$ cat config.mk
export PLATFORM = sky130hd
export DESIGN_NAME = scanline_irq_counter
export DESIGN_NICKNAME = d
export VERILOG_FILES = /design/src/rtl/irq_ctr_pkg.sv /design/src/rtl/irq_addr_decode.sv /design/src/rtl/irq_line_qualify.sv /design/src/rtl/irq_count_core.sv /design/src/rtl/scanline_irq_counter.sv
export SDC_FILE = /design/constraint.sdc
export NUM_CORES = 1
export LEC_CHECK = 0
export BUFFER_PORTS_ARGS = -buffer_cell sky130_fd_sc_hd__buf_2
export CAP_MARGIN = 25
export CORE_MARGIN = 4
export CORE_UTILIZATION = 48
export CTS_CLUSTER_SIZE = 20
export DETAILED_ROUTE_END_ITERATION = 8
export PLACE_DENSITY = 0.74
export SYNTH_ARGS = -nofsm -noshare
export SYNTH_HDL_FRONTEND = slang
export SYNTH_SLANG_ARGS = --single-unit
$ cat constraint.sdc
create_clock -name clk -period 2.78 [get_ports clk]
set_input_delay 0.417 -clock clk [delete_from_list [all_inputs] [get_ports clk]]
set_output_delay 0.417 -clock clk [all_outputs]
set_load 0.005 [all_outputs]
$ cat src/rtl/irq_ctr_pkg.sv
package irq_ctr_pkg;

  localparam int CNT_W = 8;

  typedef enum logic [2:0] {
    CMD_NONE,
    CMD_LOAD_CNT,
    CMD_LOAD_RELOAD,
    CMD_STOP,
    CMD_START
  } cpu_cmd_e;

  typedef struct packed {
    logic             expire;
    logic [CNT_W-1:0] next;
  } step_res_t;

  // Counter step: optional extra decrement on the first visible line,
  // then expiry test on the resulting value.
  function automatic step_res_t count_step(input logic [CNT_W-1:0] cur,
                                           input logic             first_line);
    step_res_t        r;
    logic [CNT_W-1:0] pre;
    pre      = (first_line && (cur != '0)) ? cur - 1'b1 : cur;
    r.expire = (pre == '0);
    r.next   = pre - 1'b1;
    return r;
  endfunction

endpackage

$ cat src/rtl/irq_addr_decode.sv
module irq_addr_decode
  import irq_ctr_pkg::*;
#(
  parameter int               ADDR_W     = 16,
  parameter logic [ADDR_W-1:0] ADDR_MASK = 16'hF7FF,
  parameter logic [ADDR_W-1:0] A_CNT     = 16'hC000,
  parameter logic [ADDR_W-1:0] A_RELOAD  = 16'hC001,
  parameter logic [ADDR_W-1:0] A_STOP    = 16'hE000,
  parameter logic [ADDR_W-1:0] A_START   = 16'hE001
) (
  input  logic              wr,
  input  logic [ADDR_W-1:0] addr,
  output cpu_cmd_e          cmd
);

  logic [ADDR_W-1:0] masked;

  always_comb begin
    masked = addr & ADDR_MASK;
    cmd    = CMD_NONE;
    if (wr) begin
      if (masked == A_CNT)         cmd = CMD_LOAD_CNT;
      else if (masked == A_RELOAD) cmd = CMD_LOAD_RELOAD;
      else if (masked == A_STOP)   cmd = CMD_STOP;
      else if (masked == A_START)  cmd = CMD_START;
    end
  end

endmodule

$ cat src/rtl/irq_line_qualify.sv
module irq_line_qualify
  import irq_ctr_pkg::*;
#(
  parameter int LINE_W    = 9,
  parameter int LAST_LINE = 239
) (
  input  logic              tick,
  input  logic [LINE_W-1:0] line,
  input  logic              render,
  input  logic              enabled,
  input  logic              pending,
  input  cpu_cmd_e          cmd,
  output logic              step,
  output logic              first_line
);

  localparam logic [LINE_W-1:0] LAST = LINE_W'(LAST_LINE);

  logic visible;

  always_comb begin
    visible    = (line <= LAST) && render;
    step       = tick && visible && enabled && !pending && (cmd == CMD_NONE);
    first_line = (line == '0);
  end

endmodule

$ cat src/rtl/irq_count_core.sv
module irq_count_core
  import irq_ctr_pkg::*;
(
  input  logic             clk,
  input  logic             rst_n,
  input  cpu_cmd_e         cmd,
  input  logic [CNT_W-1:0] wdata,
  input  logic             step,
  input  logic             first_line,
  output logic [CNT_W-1:0] count_q,
  output logic [CNT_W-1:0] reload_q,
  output logic             enable_q,
  output logic             pending_q
);

  step_res_t res;

  always_comb res = count_step(count_q, first_line);

  always_ff @(posedge clk or negedge rst_n) begin
    if (!rst_n) begin
      count_q   <= '0;
      reload_q  <= '0;
      enable_q  <= 1'b0;
      pending_q <= 1'b0;
    end else begin
      unique case (cmd)
        CMD_LOAD_CNT: begin
          count_q   <= wdata;
          pending_q <= 1'b0;
        end
        CMD_LOAD_RELOAD: begin
          reload_q  <= wdata;
          pending_q <= 1'b0;
        end
        CMD_STOP: begin
          enable_q  <= 1'b0;
          pending_q <= 1'b0;
        end
        CMD_START: begin
          enable_q  <= 1'b1;
          pending_q <= 1'b0;
        end
        default: begin
          if (step) begin
            if (res.expire) begin
              pending_q <= 1'b1;
              count_q   <= reload_q;
            end else begin
              count_q   <= res.next;
            end
          end
        end
      endcase
    end
  end

endmodule

$ cat src/rtl/scanline_irq_counter.sv
module scanline_irq_counter
  import irq_ctr_pkg::*;
#(
  parameter int ADDR_W    = 16,
  parameter int LINE_W    = 9,
  parameter int LAST_LINE = 239
) (
  input  logic              clk,
  input  logic              rst_n,
  input  logic              cpu_wr,
  input  logic [ADDR_W-1:0] cpu_addr,
  input  logic [CNT_W-1:0]  cpu_wdata,
  input  logic              line_tick,
  input  logic [LINE_W-1:0] line_index,
  input  logic              render_en,
  output logic              irq_out
);

  cpu_cmd_e         cmd;
  logic             line_step;
  logic             first_line;
  logic [CNT_W-1:0] count_q;
  logic [CNT_W-1:0] reload_q;
  logic             enable_q;
  logic             pending_q;

  irq_addr_decode #(.ADDR_W(ADDR_W)) u_dec (
    .wr   (cpu_wr),
    .addr (cpu_addr),
    .cmd  (cmd)
  );

  irq_line_qualify #(.LINE_W(LINE_W), .LAST_LINE(LAST_LINE)) u_qual (
    .tick       (line_tick),
    .line       (line_index),
    .render     (render_en),
    .enabled    (enable_q),
    .pending    (pending_q),
    .cmd        (cmd),
    .step       (line_step),
    .first_line (first_line)
  );

  irq_count_core u_core (
    .clk        (clk),
    .rst_n      (rst_n),
    .cmd        (cmd),
    .wdata      (cpu_wdata),
    .step       (line_step),
    .first_line (first_line),
    .count_q    (count_q),
    .reload_q   (reload_q),
    .enable_q   (enable_q),
    .pending_q  (pending_q)
  );

  assign irq_out = pending_q;

endmodule

==> results.yml <==
clock_tree:
  clock_insertion_delay_worst_skew_ps: 310
  clkSinkCount: 18
  cts_buffer_depth: 2
  cts.hold.buffers_added: 0
  cts-htree-levels: 1
  cts_tree: "built"
  root_buffer: "sky130_fd_sc_hd__clkbuf_4"
  numCtsBuffers: 3
  cts.reportedPaths.clkPinSlew_ps: 110
global_route:
  grtUsageMet3: 0.0173
  vias_in_the_first_global_route: 1545
  groute.layer.met2.usage: 0.347
  grt_remaining_overflow: 0
  total_global_route_track_usage: 0.205
  grt_busiest_layer: "met2"
  grt_pass1_wl_um: 6840
  grt_antenna_before_repair: 0
  grt_max_degree: 19
  grt_use_met1: 0.261
power_and_ir_drop:
  power_switching_uw: 117
  cellPowerDensity_mw_per_mm2: 261
  power_frac_comb: 0.116
  peak_vdd_ir_mv: 0.238
  power.leakage_uw: 0.000876
  internal_power_consumption_uw: 370
  share_of_total_power_in_sequential_cells: 0.539
  pwr-share-clk: 0.346
  swShare: 0.240
synth:
  yosysWarnings: 0
  syn_nets: 210
  synthCells: 168
  yosysUniqueCellTypes: 59
  yosys_most_used_dff: "sky130_fd_sc_hd__dfrtp_1"
  synthArstFlopShare: 1.00
  synthTopCellsByArea: "sky130_fd_sc_hd__dfrtp_1, sky130_fd_sc_hd__mux2_2, sky130_fd_sc_hd__ha_1"
  synth.largest_area_cell: "sky130_fd_sc_hd__dfrtp_1"
  synth-seq-area-share: 0.295
  netlist_area_mm2: 0.00153
  cell_with_the_most_instances_after_synthesis: "sky130_fd_sc_hd__dfrtp_1"
  post_synthesis_area_per_instance_um2: 9.09
  post_synth_most_frequent_cells: "sky130_fd_sc_hd__dfrtp_1, sky130_fd_sc_hd__nor2_1, sky130_fd_sc_hd__mux2_2, sky130_fd_sc_hd__nand2_1"
  synth.ff_latch_count: 18
  synth_largest_type_area_fraction: 0.295
  synth_edf_count: 0
worst_hold_path:
  holdCritPathClass: "in2async"
sta:
  final_period_minus_worst_setup_slack_ps: 2660
  worst_pin_slew_ps: 665
  final-max-slew-violation-count: 0
  final_clock_period_utilization_by_the_worst_path: 0.957
  hold_violations: 0
  finClkSkew_ps: 4.06
  setup_viol: 0
  maxSlewHeadroom: 0.555
  setup_total_neg_slack_ps: 0
  clock.fmax_mhz: 376
worst_setup_path:
  worst_path_largest_cell_delay_ps: 390
  r2r-end: "u_core.count_q[3]"
  ff2ff_path_depth: 10
  start_kind: "flip-flop"
  critical_path_start_end_classification: "reg2reg"
  crit_chain: "inv_1 > ha_1 > nor2b_2 > and2_2 > a21oi_4 > mux2_2 > ha_1 > and2_2 > a211oi_2 > o21ai_1"
  worst-endpoint-arrival_ps: 2860
  slowest_stage: "sky130_fd_sc_hd__mux2_2"
  path_max_fanout: 10
  endpoint_kind_of_the_worst_setup_timing_path: "flip-flop"
  timing.critical_path.max_delay_family: "simple AND/OR/NAND/NOR gates"
  critical_path.reg2reg.startpoint: "u_core.count_q[0]"
  timing.critical_path.buf_inv: 1
  worst-endpoint-required_ps: 2980
  worst-r2r-setup-slack_ps: 120
die:
  initial_core_util: 0.500
  num_rows: 20
  die_w_um: 64.4
  dieHeight_um: 64.4
  top_level_ports: 39
  standard_cell_core_area_mm2: 0.00305
  floorplan.die_area_mm2: 0.00415
route:
  postRouteWirelength_um: 4130
  dr.first_iter.drc_count: 107
  detail-route-antenna-nets: 0
  drt-wirelength-per-cell_um: 16.3
  via_per_inst: 6.07
  vias: 1541
  detail_route.first_pass.iterations: 6
  post-route-drc-count: 0
placed_design:
  hpwl_reported_at_the_end_of_detailed_placement_um: 3200
  place_congestion: 0.821
  dp.cells: 249
  io_buffer_count: 37
finish:
  num-nets-final: 253
  num_antenna_cells: 0
  area_growth_syn_to_layout_pct: 22.3
  num-fill-cells: 288
  final-seq-area_um2: 450
  finish.utilization: 0.612
  layout_cells_sized_above_1: 0.381
  multiInputGateArea_mm2: 0.00102
  stdcell_count: 254
outcome:
  outcome: "finished, final reports clean"
flow_run:
  maxCapViolations: 0
[sequential cells by signal (all words and copies together), names as in the netlist]
name              flops
u_core.count_q        8
u_core.reload_q       8
u_core.pending_q      1
u_core.enable_q       1
[worst max path at each step]
stage | from | to | slack [ps] | depth (start not counted)
floorplan | u_core.count_q[0] | u_core.count_q[3] | 50 | 13
global placement | u_core.count_q[1] | u_core.count_q[3] | 100 | 10
detailed placement | u_core.count_q[0] | u_core.count_q[3] | 50 | 10
CTS | u_core.count_q[0] | u_core.count_q[3] | 20 | 10
global route | u_core.count_q[0] | u_core.count_q[6] | -10 | 10
finish | u_core.count_q[0] | u_core.count_q[3] | 120 | 10
[placed cells by master, fill, tap and decap left out, types with 2 or more instances in the layout]
cell,instances
sky130_fd_sc_hd__a211o_1,3
sky130_fd_sc_hd__and2_2,2
sky130_fd_sc_hd__a211oi_1,3
sky130_fd_sc_hd__a21oi_1,6
sky130_fd_sc_hd__nor3_2,2
sky130_fd_sc_hd__o22ai_1,4
sky130_fd_sc_hd__a31oi_1,4
sky130_fd_sc_hd__nand3_1,6
sky130_fd_sc_hd__o21ai_1,4
sky130_fd_sc_hd__and4b_1,2
sky130_fd_sc_hd__nor2_1,12
sky130_fd_sc_hd__buf_2,37
sky130_fd_sc_hd__nand2_1,7
sky130_fd_sc_hd__nor3b_1,2
sky130_fd_sc_hd__a21o_1,2
sky130_fd_sc_hd__nand4_1,4
sky130_fd_sc_hd__ha_1,4
sky130_fd_sc_hd__nor3_1,3
sky130_fd_sc_hd__inv_1,6
sky130_fd_sc_hd__clkbuf_4,3
sky130_fd_sc_hd__o21ai_0,4
sky130_fd_sc_hd__nor4_1,3
sky130_fd_sc_hd__xnor2_1,4
sky130_fd_sc_hd__a41oi_1,2
sky130_fd_sc_hd__mux2_2,11
sky130_fd_sc_hd__dfrtp_1,18
sky130_fd_sc_hd__or3_1,2
sky130_fd_sc_hd__a211oi_2,2
sky130_fd_sc_hd__buf_4,10
sky130_fd_sc_hd__and3_1,3
sky130_fd_sc_hd__a22oi_1,5
[cells by family (layout without fill, tap and decap cells)]
kind of cell             after synthesis  after routing  share of synthesized area
flip-flops                            18             18                      0.295
multiplexers                          13             13                     0.0950
AND/OR/NAND/NOR                       59             59                      0.244
adder cells (fa/ha/maj)                4              4                     0.0328
buffers and inverters                 16             58                     0.0516
XOR/XNOR                               4              4                     0.0229
AO/OA/AOI/OAI                         54             54                      0.259
[layer usage]
metal  vias up  wire, µm
met3        11       221
met1       731      1740
met5         -         0
met2        65      2060
met4         0       111
li1        734         -
[cell type report]
type	count	area share
inverters	6	0.0121
multi-input cells	134	0.548
well taps	44	0.0295
repair buffers	48	0.150
flip-flops and latches	18	0.241
clock buffers	4	0.0194
[stage by stage]
stage               cell area, µm²  power, µW  hold WS (ps)  worst slack (ps)
finish                        1870        487          20.0               121
global route                  1870        508          38.2             -10.8
CTS                           1840        488          34.8              18.1
detailed placement            1790        323           372              45.5
global placement              1790        320           364               104
floorplan                     1540        282           121              51.9
[repair_timing]
action / in CTS / in global routing
buffers inserted: 0 / 1
endpoints found under the hold margin: 0 / 0
cloned: 0 / 0
gates resized for setup: 1 / 4
endpoints found under the setup margin: 1 / 9
pin swaps: 0 / 1
[power by group through the flow]
stage	clock network (µW)	registers [µW]	logic, µW
global route	183	263	62.4
detailed placement	0	268	55.1
finish	168	262	56.3
global placement	0	268	52.9
floorplan	0	268	14.9
CTS	170	262	55.7
Power figures use the tool's default switching activity.
